===== src/rtl/pwd_pkg.sv =====
`timescale 1ns/1ps
package pwd_pkg;
    // arming state of the per-frame sampler
    typedef enum logic [1:0] {
        ST_IDLE  = 2'd0,
        ST_ARMED = 2'd1,
        ST_DONE  = 2'd2
    } arm_state_t;
endpackage


===== src/rtl/pwd_sync.sv =====
`timescale 1ns/1ps
module pwd_sync #(
    parameter int STAGES = 2
) (
    input  logic clk,
    input  logic rst_n,
    input  logic async_in,
    output logic lvl,
    output logic rise
);
    logic [STAGES-1:0] chain;
    logic              prev;

    generate
        if (STAGES == 1) begin : g_one
            always_ff @(posedge clk) begin
                if (!rst_n) chain <= '0;
                else        chain <= async_in;
            end
        end else begin : g_many
            always_ff @(posedge clk) begin
                if (!rst_n) chain <= '0;
                else        chain <= {chain[STAGES-2:0], async_in};
            end
        end
    endgenerate

    always_ff @(posedge clk) begin
        if (!rst_n) prev <= 1'b0;
        else        prev <= chain[STAGES-1];
    end

    assign lvl  = chain[STAGES-1];
    assign rise = lvl & ~prev;


    rise_spacing_chk: assert property (@(posedge clk) disable iff (!rst_n)
        rise |=> !rise)
        else $error("rise detected on consecutive cycles");
endmodule


===== src/rtl/pwd_frame_ctr.sv =====
`timescale 1ns/1ps
module pwd_frame_ctr #(
    parameter int               CNT_W   = 8,
    parameter logic [CNT_W-1:0] THR_RST = '1
) (
    input  logic             clk,
    input  logic             rst_n,
    input  logic             rise,
    input  logic             thr_we,
    input  logic [CNT_W-1:0] thr_wdata,
    output logic [CNT_W-1:0] cnt,
    output logic             match
);
    localparam logic [CNT_W-1:0] ONE = CNT_W'(1);

    logic [CNT_W-1:0] thr_reg;
    logic [CNT_W-1:0] thr_act;

    always_ff @(posedge clk) begin
        if (!rst_n)      cnt <= '0;
        else if (rise)   cnt <= '0;
        else             cnt <= cnt + ONE;
    end

    always_ff @(posedge clk) begin
        if (!rst_n)      thr_reg <= THR_RST;
        else if (thr_we) thr_reg <= thr_wdata;
    end

    always_ff @(posedge clk) begin
        if (!rst_n)      thr_act <= THR_RST;
        else if (rise)   thr_act <= thr_reg;
    end

    assign match = (cnt == thr_act);


    ctr_step_chk: assert property (@(posedge clk) disable iff (!rst_n)
        !rise |=> cnt == $past(cnt) + ONE)
        else $error("counter failed to advance");

    ctr_clear_chk: assert property (@(posedge clk) disable iff (!rst_n)
        rise |=> cnt == '0)
        else $error("counter not cleared on frame start");

    thr_hold_chk: assert property (@(posedge clk) disable iff (!rst_n)
        !rise |=> $stable(thr_act))
        else $error("active threshold moved mid-frame");
endmodule


===== src/rtl/pwd_arm_fsm.sv =====
`timescale 1ns/1ps
module pwd_arm_fsm
    import pwd_pkg::*;
(
    input  logic clk,
    input  logic rst_n,
    input  logic rise,
    input  logic match,
    input  logic lvl,
    output logic bit_out,
    output logic bit_valid
);
    arm_state_t state, state_nx;
    logic       take;

    assign take = (state == ST_ARMED) && match && !rise;

    always_comb begin
        state_nx = state;
        unique case (state)
            ST_IDLE:  if (rise) state_nx = ST_ARMED;
            ST_ARMED: begin
                if (rise)       state_nx = ST_ARMED;
                else if (match) state_nx = ST_DONE;
            end
            ST_DONE:  if (rise) state_nx = ST_ARMED;
            default:  state_nx = ST_IDLE;
        endcase
    end

    always_ff @(posedge clk) begin
        if (!rst_n) state <= ST_IDLE;
        else        state <= state_nx;
    end

    always_ff @(posedge clk) begin
        if (!rst_n) begin
            bit_out   <= 1'b0;
            bit_valid <= 1'b0;
        end else begin
            bit_valid <= take;
            if (take) bit_out <= lvl;
        end
    end


    valid_pulse_chk: assert property (@(posedge clk) disable iff (!rst_n)
        bit_valid |=> !bit_valid)
        else $error("strobe longer than one cycle");

    bit_hold_chk: assert property (@(posedge clk) disable iff (!rst_n)
        !bit_valid |-> $stable(bit_out) || $past(!rst_n))
        else $error("decoded bit moved without strobe");

    done_sticky_chk: assert property (@(posedge clk) disable iff (!rst_n)
        (state == ST_DONE && !rise) |=> !bit_valid)
        else $error("second sample within one frame");
endmodule


===== src/rtl/pw_bit_decoder.sv =====
`timescale 1ns/1ps
module pw_bit_decoder #(
    parameter int          CNT_W       = 8,
    parameter int          SYNC_STAGES = 2,
    parameter logic [CNT_W-1:0] THR_RST = '1
) (
    input  logic             clk,
    input  logic             rst_n,
    input  logic             pulse_in,
    input  logic             thr_we,
    input  logic [CNT_W-1:0] thr_wdata,
    output logic             bit_out,
    output logic             bit_valid
);
    logic             lvl;
    logic             rise;
    logic             match;
    logic [CNT_W-1:0] cnt;

    pwd_sync #(.STAGES(SYNC_STAGES)) u_sync (
        .clk      (clk),
        .rst_n    (rst_n),
        .async_in (pulse_in),
        .lvl      (lvl),
        .rise     (rise)
    );

    pwd_frame_ctr #(.CNT_W(CNT_W), .THR_RST(THR_RST)) u_ctr (
        .clk       (clk),
        .rst_n     (rst_n),
        .rise      (rise),
        .thr_we    (thr_we),
        .thr_wdata (thr_wdata),
        .cnt       (cnt),
        .match     (match)
    );

    pwd_arm_fsm u_fsm (
        .clk       (clk),
        .rst_n     (rst_n),
        .rise      (rise),
        .match     (match),
        .lvl       (lvl),
        .bit_out   (bit_out),
        .bit_valid (bit_valid)
    );


    sample_src_chk: assert property (@(posedge clk) disable iff (!rst_n)
        bit_valid |-> bit_out == $past(lvl))
        else $error("decoded bit differs from line level");
endmodule


===== config.mk =====
export PLATFORM = sky130hd
export DESIGN_NAME = pw_bit_decoder
export DESIGN_NICKNAME = d
export VERILOG_FILES = /design/src/rtl/pwd_pkg.sv /design/src/rtl/pwd_sync.sv /design/src/rtl/pwd_frame_ctr.sv /design/src/rtl/pwd_arm_fsm.sv /design/src/rtl/pw_bit_decoder.sv
export SDC_FILE = /design/constraint.sdc
export NUM_CORES = 1
export LEC_CHECK = 0
export BUFFER_PORTS_ARGS = -buffer_cell sky130_fd_sc_hd__buf_2
export CAP_MARGIN = 25
export CORE_UTILIZATION = 59
export DETAILED_ROUTE_END_ITERATION = 7
export PLACE_DENSITY = 0.85
export RECOVER_POWER = 50
export REMOVE_ABC_BUFFERS = 1
export SLEW_MARGIN = 25
export SYNTH_ARGS = -nofsm -noshare
export SYNTH_HDL_FRONTEND = slang
export SYNTH_SLANG_ARGS = --single-unit

===== constraint.sdc =====
create_clock -name clk -period 4.1 [get_ports clk]
set_input_delay 0 -clock clk [delete_from_list [all_inputs] [get_ports clk]]
set_output_delay 0 -clock clk [all_outputs]
set_load 0.01 [all_outputs]

==> results.sh <==
export IMPL_status="completed"
export IMPL_coreArea_um2=1960
export IMPL_grt_pass1_wl_um=4200
export IMPL_reg2reg_slack_ns=2.63
export IMPL_first_pass_iters=4
export IMPL_r2r_end="u_fsm.bit_out"
export IMPL_hold_buffers=16
export IMPL_row_count=16
export IMPL_cts_sinks=31
export IMPL_clock_fmax_mhz=681
export IMPL_insertion_delay_ns=0.34
export IMPL_grt_ovfl_total=0
export IMPL_stdcell_count=184
export IMPL_drc=0
export IMPL_hpwl_um=1410
export IMPL_yosysWarnings=0
export IMPL_p_leak_nw=0.664
export IMPL_drv_cap=0
export IMPL_drive_above_1_share_pct=14.0
export IMPL_worstReg2RegStart="u_ctr.cnt[2]"
export IMPL_ys_types=22
export IMPL_die_x_um=47.5
export IMPL_hold_class="input pin to flip-flop"
export IMPL_drt_iter0_drc=25
export IMPL_rsz0062_at_grt="false"
export IMPL_final_nets=169
export IMPL_cts_root_buf="clkbuf_4"
export IMPL_cts_buffer_depth=2
export IMPL_wl_per_cell_um=14.3
export IMPL_p_switching_w=0.000146
export IMPL_track_usage_pct=28.2
export IMPL_grt_use_met2_pct=42.2
export IMPL_min_to="u_ctr.thr_reg[0]"
export IMPL_fp_dieArea_um2=2260
export IMPL_grt_antenna_before_repair=0
export IMPL_htree_levels=2
export IMPL_routed_wl_um=2640
export IMPL_critPathLaunchType="flip-flop"
export IMPL_synth_edff_count=0
export IMPL_reg2reg_depth=4
export IMPL_synthArstFlopShare_pct=0
export IMPL_synthTopCellsByArea="dfxtp_1 (51%), xor2_1 (9.3%), nand2_1 (8.3%)"
export IMPL_worstHoldStart="rst_n"
export IMPL_busiest_layer="met2"
export IMPL_grt_met3_usage_pct=9.06
export IMPL_clk_pin_slew_ns=0.11
export IMPL_grt_pass1_vias=889
export IMPL_io_pins=14
export IMPL_avgViaCountPerCell=5.32
export IMPL_cts_tree="yes"
export IMPL_cts_setup_buffers=0
export IMPL_cts_inserted_buffers=5
export IMPL_fin_crit_ns=1.47
export IMPL_io_buffers=13
export IMPL_area_growth_pct=23.8
export IMPL_power_frac_comb_pct=10.0
export IMPL_finalCritPeriodShare_pct=35.8
export IMPL_drtAntennaViolNets=0
export IMPL_synthFlopType="dfxtp_1"
export IMPL_grt_max_degree=24
export IMPL_finalSetupTns_ns=0
export IMPL_synthCells=125
export IMPL_antennaDiodeCount=0
export IMPL_slew_viol_final=0
export IMPL_power_w=0.000554
export IMPL_gp_congestion=0.810
export IMPL_ctsResizeCount=0
export IMPL_cp_arrival_ns=1.69
export IMPL_p_clk_share_pct=31.3
export IMPL_p_per_area_nw_per_um2=367
export IMPL_die_h_um=47.5
export IMPL_end_kind="flip-flop"
export IMPL_required_ns=4.32
export IMPL_dpl_cell_count=160
export IMPL_syn_area_um2=1220
export IMPL_skew_ns=0.0206
export IMPL_netlist_area_leader_share_pct=50.8
export IMPL_vias=979
export IMPL_finalHoldViolCount=0
export IMPL_floorplan_initialDensity_pct=62.2
export IMPL_ir_drop_mv=0.364
export IMPL_avgSynthCellArea_um2=9.77
export IMPL_p_int_w=0.000408
export IMPL_switching_share_pct=26.3
export IMPL_seqPwrFrac_pct=58.7
export IMPL_slew_headroom_pct=60.9
export IMPL_path_class="flip-flop to flip-flop"
export IMPL_tightest_slew_ns=0.586
export IMPL_use_met1_pct=38.2
export IMPL_seq_area_frac_synth_pct=50.8
export IMPL_setup_viol=0
export IMPL_critPathMaxFanout=5
export IMPL_hold_depth=2
export IMPL_yosys_area_top_type="dfxtp_1"
export IMPL_ys_ff_latch=31
cell usage in the layout, fill, tap and decap left out:
| master | count |
|---|---|
| clkinvlp_4 | 1 |
| nor2_1 | 7 |
| a21boi_1 | 1 |
| and3_1 | 2 |
| a21oi_1 | 1 |
| ha_1 | 1 |
| xnor2_1 | 1 |
| clkinv_2 | 1 |
| nor2b_1 | 2 |
| nand2_1 | 27 |
| nor4b_2 | 1 |
| mux2i_1 | 8 |
| and3_2 | 1 |
| clkbuf_1 | 3 |
| dfxtp_1 | 31 |
| a41o_1 | 1 |
| xor2_1 | 13 |
| nand3_1 | 13 |
| dlygate4sd3_1 | 16 |
| nand2b_1 | 2 |
| clkbuf_4 | 5 |
| nor4_4 | 2 |
| buf_2 | 11 |
| nand4b_1 | 1 |
| and2_0 | 3 |
| o211a_1 | 2 |
cell type report:
cell class,instances,area (um^2)
Sequential cell,31,621
Tap cell,27,33.8
Clock inverter,2,12.5
Multi-Input combinational cell,89,581
Clock buffer,6,41.3
Timing Repair Buffer,29,223
Fill cell,127,450
power groups by stage:
stage / Sequential, W / Combinational (W) / Clock (W)
6_report: 0.000325 / 0.0000556 / 0.000173
5_1_grt: 0.000326 / 0.0000608 / 0.000193
4_1_cts: 0.000324 / 0.0000528 / 0.000172
3_5_place_dp: 0.000331 / 0.0000405 / 0
3_3_place_gp: 0.000330 / 0.0000390 / 0
2_1_floorplan: 0.000328 / 0.0000272 / 0
cell families (layout without fill, tap and decap cells):
logic type / Yosys count / in the layout / synth area share, %
fa+ha+maj: 1 / 1 / 1.02
flops: 31 / 31 / 50.8
mux: 8 / 8 / 6.56
xor+xnor: 14 / 14 / 10.0
compound gates: 5 / 5 / 3.48
buf+inv: 5 / 37 / 1.64
simple gates: 61 / 61 / 26.4
critical path, stage by stage (launching register included):
cell      delay, ns
dfxtp_1        0.44
xor2_1         0.13
nor4_4         0.36
nand4b_1       0.18
o211a_1        0.24
through the flow:
stage | util, % | setup slack (ns) | instance area [um^2] | hold WS [ns]
finish | 77.0 | 2.63 | 1510 | 0.00453
global route | 77.0 | 2.49 | 1510 | 0.00953
CTS | 77.2 | 2.65 | 1510 | 0.00500
detailed placement | 66.3 | 2.68 | 1300 | 0.218
global placement | 66.3 | 2.77 | 1300 | 0.211
floorplan | - | 2.81 | 1200 | 0.0619
cell usage after synthesis (2+ instances only):
master / instances
mux2i_1: 8
nor4_4: 2
and3_1: 2
nor2b_1: 2
clkbuf_1: 4
dfxtp_1: 31
xor2_1: 13
nand2b_1: 2
o211a_1: 2
nor2_1: 7
nand2_1: 27
nand3_1: 13
and2_1: 3
worst max-delay path by stage:
stage,depth (start not counted),to,slack [ns],from
after CTS,4,u_fsm.bit_out,2.65,u_ctr.cnt[2]
after detailed placement,4,u_fsm.bit_out,2.68,u_ctr.cnt[2]
after global routing,3,u_fsm.bit_valid,2.49,u_sync.prev
after global placement,4,u_fsm.bit_out,2.77,u_ctr.cnt[0]
final,4,u_fsm.bit_out,2.63,u_ctr.cnt[2]
after floorplan,4,u_fsm.bit_out,2.81,u_ctr.cnt[2]
metal layers:
metal	wire length, um	vias to the layer above
li1	-	474
met1	1200	464
met2	1260	35
met3	128	6
met4	45	0
met5	0	-
(Power assumes the default switching activity.)
